**config.mk**
```make
export PLATFORM = sky130hd
export DESIGN_NAME = bsc_rx_filter
export DESIGN_NICKNAME = d
export VERILOG_FILES = /design/src/rtl/bsc_pkg.sv /design/src/rtl/bsc_ctl_match.sv /design/src/rtl/bsc_bcs_counter.sv /design/src/rtl/bsc_rx_filter.sv
export SDC_FILE = /design/constraint.sdc
export NUM_CORES = 1
export LEC_CHECK = 0
export BUFFER_PORTS_ARGS = -buffer_cell sky130_fd_sc_hd__buf_4
export CORE_MARGIN = 2
export CORE_UTILIZATION = 40
export CTS_CLUSTER_SIZE = 24
export DETAILED_ROUTE_END_ITERATION = 8
export GPL_ROUTABILITY_DRIVEN = 1
export HOLD_SLACK_MARGIN = 0.12
export PLACE_DENSITY = 0.87
export RECOVER_POWER = 25
export SYNTH_ARGS = -nofsm -noshare
export SYNTH_HDL_FRONTEND = slang
export SYNTH_HIERARCHICAL = 1
export SYNTH_SLANG_ARGS = --single-unit
```
**constraint.sdc**
```tcl
create_clock -name clk -period 8.8 [get_ports clk]
set_input_delay 2.2 -clock clk [delete_from_list [all_inputs] [get_ports clk]]
set_output_delay 2.2 -clock clk [all_outputs]
set_load 0.1 [all_outputs]
```
**src/rtl/bsc_pkg.sv**
```systemverilog
// Shared types for the BISYNC receive character filter.
// Assumes: one character per in_valid cycle, single clock domain.
package bsc_pkg;
    // What the filter does with the character presented this cycle
    typedef enum logic [1:0] {
        ACT_DROP  = 2'd0,
        ACT_DATA  = 2'd1,
        ACT_CTL   = 2'd2,
        ACT_CHECK = 2'd3
    } bsc_act_e;
endpackage

```
**src/rtl/bsc_ctl_match.sv**
```systemverilog
// Compares one character against a table of control characters.
// Assumes: entries with valid clear never match; lowest index wins on ties.
module bsc_ctl_match #(
    parameter int NENT = 8,
    parameter int CHW  = 8
) (
    input  logic [CHW-1:0]      ch,
    input  logic [NENT*CHW-1:0] tbl_char,
    input  logic [NENT-1:0]     tbl_valid,
    input  logic [NENT-1:0]     tbl_bcs,
    input  logic [NENT-1:0]     tbl_hunt,
    output logic                hit,
    output logic                hit_bcs,
    output logic                hit_hunt
);
    logic [NENT-1:0] eq;

    // Per-entry equality, qualified by the entry valid bit
    for (genvar k = 0; k < NENT; k++) begin : g_cmp
        assign eq[k] = tbl_valid[k] && (tbl_char[k*CHW +: CHW] == ch);
    end

    // Priority select of the flags of the lowest matching entry
    always_comb begin
        hit      = 1'b0;
        hit_bcs  = 1'b0;
        hit_hunt = 1'b0;
        for (int k = NENT - 1; k >= 0; k--) begin
            if (eq[k]) begin
                hit      = 1'b1;
                hit_bcs  = tbl_bcs[k];
                hit_hunt = tbl_hunt[k];
            end
        end
    end
endmodule

```
**src/rtl/bsc_bcs_counter.sv**
```systemverilog
// Counts the block-check bytes still expected after a terminator.
// Assumes: load and step are never raised together.
module bsc_bcs_counter #(
    parameter int CRC_BYTES = 2,
    parameter int LRC_BYTES = 1
) (
    input  logic clk,
    input  logic rst_n,
    input  logic load,
    input  logic load_crc,
    input  logic step,
    output logic pending,
    output logic last
);
    localparam int CW = $clog2(CRC_BYTES + 1);
    logic [CW-1:0] cnt;

    // Load the byte count on a terminator, count down per check byte
    always_ff @(posedge clk) begin
        if (!rst_n) begin
            cnt <= '0;
        end else if (load) begin
            cnt <= load_crc ? CW'(CRC_BYTES) : CW'(LRC_BYTES);
        end else if (step && cnt != '0) begin
            cnt <= cnt - 1'b1;
        end
    end

    assign pending = (cnt != '0);
    assign last    = (cnt == CW'(1));
endmodule

```
**src/rtl/bsc_rx_filter.sv**
```systemverilog
// BISYNC receive character filter: strips SYNC/DLE fill characters,
// detects table terminators, counts block-check bytes and drives the
// buffer write/close, hunt request and interrupt strobes.
// Assumes: outputs are registered, one cycle after the input character.
module bsc_rx_filter #(
    parameter int CHW  = 8,
    parameter int NENT = 8
) (
    input  logic                clk,
    input  logic                rst_n,
    input  logic                in_valid,
    input  logic [CHW-1:0]      in_char,
    input  logic                hunt_mode,
    input  logic                xparent,
    input  logic                crc_mode,
    input  logic [CHW-1:0]      sync_char,
    input  logic                sync_en,
    input  logic [CHW-1:0]      dle_char,
    input  logic                dle_en,
    input  logic                irq_mask,
    input  logic [NENT*CHW-1:0] ctl_char,
    input  logic [NENT-1:0]     ctl_valid,
    input  logic [NENT-1:0]     ctl_bcs,
    input  logic [NENT-1:0]     ctl_hunt,
    output logic                wr_stb,
    output logic [CHW-1:0]      wr_data,
    output logic                wr_in_bcs,
    output logic                buf_close,
    output logic                hunt_req,
    output logic                bcs_pending,
    output logic                irq
);
    import bsc_pkg::*;

    logic     hit, hit_bcs, hit_hunt;
    logic     cnt_last;
    logic     syn_seen, syn_nxt;
    logic     dle_pend, dle_nxt;
    logic     held_hunt;
    logic     is_sync, is_dle;
    logic     close_now, hunt_now;
    bsc_act_e act;

    bsc_ctl_match #(.NENT(NENT), .CHW(CHW)) u_match (
        .ch        (in_char),
        .tbl_char  (ctl_char),
        .tbl_valid (ctl_valid),
        .tbl_bcs   (ctl_bcs),
        .tbl_hunt  (ctl_hunt),
        .hit       (hit),
        .hit_bcs   (hit_bcs),
        .hit_hunt  (hit_hunt)
    );

    bsc_bcs_counter u_cnt (
        .clk      (clk),
        .rst_n    (rst_n),
        .load     (act == ACT_CTL && hit_bcs),
        .load_crc (crc_mode),
        .step     (act == ACT_CHECK),
        .pending  (bcs_pending),
        .last     (cnt_last)
    );

    assign is_sync = (in_char == sync_char);
    assign is_dle  = (in_char == dle_char);

    // Classify the incoming character and update stripping history
    always_comb begin
        act     = ACT_DROP;
        syn_nxt = syn_seen;
        dle_nxt = dle_pend;
        if (in_valid && !hunt_mode) begin
            if (bcs_pending) begin
                act = ACT_CHECK;
            end else if (xparent) begin
                if (dle_pend) begin
                    dle_nxt = 1'b0;
                    if (is_sync)  act = ACT_DROP;
                    else if (hit) act = ACT_CTL;
                    else          act = ACT_DATA;
                end else if (dle_en && is_dle) begin
                    dle_nxt = 1'b1;
                    act     = ACT_DROP;
                end else begin
                    act = ACT_DATA;
                end
            end else begin
                if (is_sync && !syn_seen) begin
                    syn_nxt = 1'b1;
                    act     = ACT_DROP;
                end else if (is_sync && sync_en) begin
                    act = ACT_DROP;
                end else if (hit) begin
                    act = ACT_CTL;
                end else begin
                    act = ACT_DATA;
                end
            end
        end
        close_now = (act == ACT_CTL && !hit_bcs) || (act == ACT_CHECK && cnt_last);
        hunt_now  = (act == ACT_CTL && !hit_bcs && hit_hunt) ||
                    (act == ACT_CHECK && cnt_last && held_hunt);
        if (hunt_mode || hunt_now) begin
            syn_nxt = 1'b0;
            dle_nxt = 1'b0;
        end
    end

    // Stripping history and the hunt flag held across check bytes
    always_ff @(posedge clk) begin
        if (!rst_n) begin
            syn_seen  <= 1'b0;
            dle_pend  <= 1'b0;
            held_hunt <= 1'b0;
        end else begin
            syn_seen <= syn_nxt;
            dle_pend <= dle_nxt;
            if (act == ACT_CTL && hit_bcs) held_hunt <= hit_hunt;
        end
    end

    // Registered buffer and event strobes
    always_ff @(posedge clk) begin
        if (!rst_n) begin
            wr_stb    <= 1'b0;
            wr_data   <= '0;
            wr_in_bcs <= 1'b0;
            buf_close <= 1'b0;
            hunt_req  <= 1'b0;
            irq       <= 1'b0;
        end else begin
            wr_stb    <= (act != ACT_DROP);
            wr_data   <= (act != ACT_DROP) ? in_char : wr_data;
            wr_in_bcs <= (act == ACT_DATA) || (act == ACT_CTL);
            buf_close <= close_now;
            hunt_req  <= hunt_now;
            irq       <= close_now && !irq_mask;
        end
    end
endmodule

```
[Word-level counts from Yosys, hierarchy flattened]
Cells that the tools add are included.
Widths: inputs -> output; s select.
Storage, ports and cells
  register bits after elaboration: 18
  latch bits: 0
  memory bits (writable): 0
  ROM bits: 0
  input bits: 121
  output and inout bits: 14
  word-level logic and storage cells: 99
  memories kept: 0
Operators by class
  $add $sub $neg: 1
  multiply operators: 0
  div/mod/pow operators: 0
  magnitude comparators: 0
  eq/ne operators: 14
  shift operators: 0
  mux-type cells: 38
  bitwise gates (word level): 3
  reduce and logical (&&, ||, !) cells: 33
Operators by type and width (count)
  $eq 8x8->1: 10
  $mux 1: 27
  $mux 2: 11
  $logic_and 1x1->1: 19
  $reduce_bool 2->1: 3
  $eq 2x1->1 const B: 2
  $eq 2x2->1 const B: 2
  $logic_not 1->1: 4
  $logic_or 1x1->1: 4
  $reduce_and 4->1: 1
  $not 1->1: 3
  $reduce_and 3->1: 1
  $reduce_or 2->1: 1
  $sub 2x1->2 const B: 1

[Longest topological paths before layout]
  word-level depth: 22
  depth in mapped cells: 14

[By module]
Netlist, hierarchy kept.
Modules (own cells, without submodules)
  bsc_ctl_match: instances 1, cells an instance 140, area each 1073.5 um2, sequential area each 0.0 um2
  bsc_rx_filter: instances 1, cells an instance 92, area each 894.6 um2, sequential area each 320.3 um2
  bsc_bcs_counter: instances 1, cells an instance 16, area each 137.6 um2, sequential area each 40.0 um2

[Least setup slack after synthesis]
Ideal clock, no wire load.
  kind: input port to flip-flop
  start: input in_char[6]
  end: register dle_pend
  setup time: 0.070 ns
  data arrival time: 4.858 ns
  data required time: 8.730 ns
  path slack: 3.872 ns
  stages: 12
  cell sequence: buf_6 > xor2_1 > nor3_1 > or4b_2 > nand4_1 > or4bb_1 > a31oi_1 > o311a_1 > ha_1 > a32o_1 > or3b_2 > a21oi_1
Between the ends
  word-level cells in the longest chain between the ends: 22
  elaborated cells between the ends (all ways): 66
Ends and longest elaborated chain
  from (decl): line bsc_rx_filter.sv:12  | input logic [CHW-1:0] in_char,
  $eq 8x8->1: line bsc_ctl_match.sv:20  | assign eq[k] = tbl_valid[k] && (tbl_char[k*CHW +: CHW] == ch);
  $logic_and 1x1->1: line bsc_ctl_match.sv:20
  $mux 1 (7 in series): line bsc_ctl_match.sv:29  | if (eq[k]) begin
  $mux 1 (*): line bsc_ctl_match.sv:29
  via hit: line bsc_rx_filter.sv:35  | logic hit, hit_bcs, hit_hunt;
  $mux 2 (*): line bsc_rx_filter.sv:80, bsc_rx_filter.sv:94
  $mux 2 (on tied branches): line bsc_rx_filter.sv:92, bsc_rx_filter.sv:79
  $mux 2 (on tied branches): line bsc_rx_filter.sv:89, bsc_rx_filter.sv:77
  $mux 2 (*): line bsc_rx_filter.sv:76  | end else if (xparent) begin
  $mux 2 (*): line bsc_rx_filter.sv:74  | if (bcs_pending) begin
  $mux 2 (*): line bsc_rx_filter.sv:73  | if (in_valid && !hunt_mode) begin
  $eq 2x2->1 (on tied branches): line bsc_rx_filter.sv:102, bsc_rx_filter.sv:103
  $logic_and 1x1->1 (on tied branches) (2 in series): line bsc_rx_filter.sv:102, bsc_rx_filter.sv:103
  $logic_or 1x1->1 (*): line bsc_rx_filter.sv:102  | hunt_now = (act == ACT_CTL && !hit_bcs && hit_hunt) ||
  $logic_or 1x1->1 (*): line bsc_rx_filter.sv:104  | if (hunt_mode || hunt_now) begin
  $reduce_or 2->1 (no line) (*)
  to (signal assigned): line bsc_rx_filter.sv:118  | dle_pend <= dle_nxt;
  to (decl): line bsc_rx_filter.sv:38  | logic dle_pend, dle_nxt;
The timed path passes the listed nets; every way through them passes the cells marked *.
A chain may end at the register's enable or synchronous reset.

[Worst setup path after layout]
  start: input in_char[4]
  end: register dle_pend
Same word-level chain as after synthesis.

==> results.tsv <==
metric	value	unit
status	finished, final reports clean	
muxShareOfSynthArea	0.04813	
hold_class	reg2reg	
drtAntennaViolNets	0	
grt_pass1_wl	11.57	mm
wl	7.280	mm
use_met1	0.2951	
cp_max_fo	11	
worst_pin_slew	1.202	ns
synth_area_per_cell	8.491	um2
switching_share	0.3403	
cp_data_arrival_time	5.34	ns
ys_warn_count	6	
hold_viol	0	
fillCellCount	478	
p_per_area	87.44	nW/um2
cp_slowest_cell	or4b_2	
final_common_cell	buf_4	
rsz0062_at_grt	no	
yosysTopAreaCell	xnor2_1	
seq_power_share	0.312	
cp_cell_sequence	buf_4 > xnor2_1 > nand4_1 > or4b_2 > nand4_1 > or4bb_1 > a31oi_1 > o311a_1 > ha_1 > a32o_1 > or3b_2 > a21oi_1	
switchingPower	92.60	uW
clk_pin_slew	0.07	ns
maxSlewHeadroom	0.2022	
grt_pass1_vias	2374	
grt-busiest-layer	met2	
yosys_most_used_dff	dfxtp_1	
min_period_over_period	0.5859	
worstSetupEndpointType	flop	
synth_xor_area_frac	0.3203	
cts_made_buffers	3	
peakVddDrop	0.09317	mV
holdBufCountCts	0	
synth_fa_ha_area_frac	0.02971	
setup_viol	0	
clockRootBuffer	clkbuf_8	
clkPwrFrac	0.208	
drive_gt1_frac	0.3707	
post_cts_buffers	0	
wire_per_inst	16.36	um
gp_congestion	0.8429	
cts_tree	built	
cp_common_cell	nand4_1	
fin_util	0.6093	
route.vias.total	2353	
final_nets	503	
synth-edff-count	0	
synth_compound_area_frac	0.1028	
grtUsageMet3	0.05095	
dr.pass1.iters	4	
drt_iter0_markers	195	
async_flop_share	0	
track_usage	0.2463	
portBuffers	134	
antenna_found_initial	0	
vias_per_cell	5.288	
syn_nets	374	
tns	0	ns
start_kind	input port	
grt_overflow	0	
synth-simple-area-share	0.2614	
start_util	0.4123	
period_needed	5.156	ns
die_h	76.56	um
drv_slew	0	
synth.top_cell.area_share	0.2038	
critPathKind	in2reg	
ys_seq_area_frac	0.1711	
drv_cap	0	
drc	0	
pin_count	135	
cts.sinks	18	
syn2layout_area_growth	47.77	%
fin_skew	0.005233	ns
rows	26	
fmax	193.9	MHz
report.power.total	272.1	uW
die_w	76.56	um
cts_resized	0	
synthTopCellsByArea	xnor2_1 20%, dfxtp_1 17%, xor2_1 12%	
cpPeakStageDelay	0.67	ns
die_area	5861	um2
grt_util_met2	0.4513	
n_antenna_cell	0	
grt_max_degree	17	
ys_ff_latch	18	
critPathRequiredTime	8.98	ns
p_int	179.5	uW
cts_max_path_buffers	2	
syn-cell-area	2106	um2
insertion_delay	0.25	ns
h-tree-depth	1	
synth.distinct_cells	52	
synth_top_family_by_area	XOR/XNOR gates	
p_leak	0.001354	uW
syn_inst	248	
p_comb_frac	0.480	
final_cell_mix	126 x buf_4, 49 x xnor2_1, 28 x xor2_1	
hpwl	5.996	mm
core	5107	um2
[cells in the mapped netlist, drive strengths merged (2+ instances only)]
cell type  number
xor2           28
nand4          11
mux2i           9
o311ai          2
o221ai          2
inv            11
or4bb           2
or3             2
xnor2          49
nand2           9
o31ai           2
buf             9
ha              5
and2            4
nor2            5
o21ai           3
a21oi           5
nand2b          6
a22oi           2
nor4            4
nor2b          18
nand3           8
o211ai          3
a31oi           2
nor3            9
or4b            3
dfxtp          18
[sequential cells by signal, summed over array words and instances, names as in the netlist]
signal,cells
buf_close,1
dle_pend,1
held_hunt,1
hunt_req,1
irq,1
syn_seen,1
u_cnt/cnt,2
wr_data,8
wr_in_bcs,1
wr_stb,1
[layer usage]
metal | share of wire | wire length [um]
met3 | 0.078 | 567
met1 | 0.40 | 2900
met5 | 0 | 0
met4 | 0.020 | 146
met2 | 0.50 | 3665
[stage by stage]
stage	cells	hold slack [ns]	area, um2	setup WS (ns)
after floorplan	248	0.4502	2106	3.872
after global placement	442	0.4847	3100	3.688
after detailed placement	442	0.4903	3100	3.571
after CTS	445	0.5053	3142	3.727
after global routing	445	0.5435	3112	3.510
final	445	0.4992	3112	3.644
[final cells by class]
cell class,count,area (um2),share of cell area
inverters,11,41.29,0.01327
well taps,70,87.58,0.02815
flip-flops and latches,18,360.3,0.1158
multi-input cells,209,1605,0.5159
repair buffers,134,975.9,0.3136
clock buffers,3,41.29,0.01327
[worst max-delay path: cells and delay by family]
kind	cells	cell delay (ns)
adder cells (fa/ha/maj)	1	0.23
buffers and inverters	1	0.18
AO/OA/AOI/OAI	4	0.79
XOR/XNOR	1	0.30
AND/OR/NAND/NOR	5	1.64
[final timing paths]
check                                  from               endpoint  slack, ns  cells past startpoint
setup / recovery                 in_char[4]  dle_pend$_SDFFE_PP0P_       3.64                     12
hold reg to reg       syn_seen$_SDFFE_PP0P_  syn_seen$_SDFFE_PP0P_       0.50                      2
setup reg to reg  u_cnt/cnt[1]$_SDFFE_PN0P_  dle_pend$_SDFFE_PP0P_       5.95                     11
hold / removal        syn_seen$_SDFFE_PP0P_  syn_seen$_SDFFE_PP0P_       0.50                      2
[logic make-up (layout without fill, tap and decap cells)]
| group | count (synthesis) | after routing |
|---|---|---|
| simple gates | 88 | 88 |
| buf+inv | 21 | 148 |
| compound gates | 29 | 29 |
| mux | 10 | 10 |
| flops | 18 | 18 |
| xor+xnor | 77 | 77 |
| fa+ha+maj | 5 | 5 |
[power by group through the flow]
stage	logic, uW	registers (uW)	clock network, uW
6_report	131	85.0	56.6
5_1_grt	139	85.2	63.0
3_5_place_dp	130	86.8	0
3_3_place_gp	127	86.8	0
4_1_cts	131	85.0	57.6
2_1_floorplan	55.4	103	0
No activity file was read; power rests on OpenSTA's default activity.
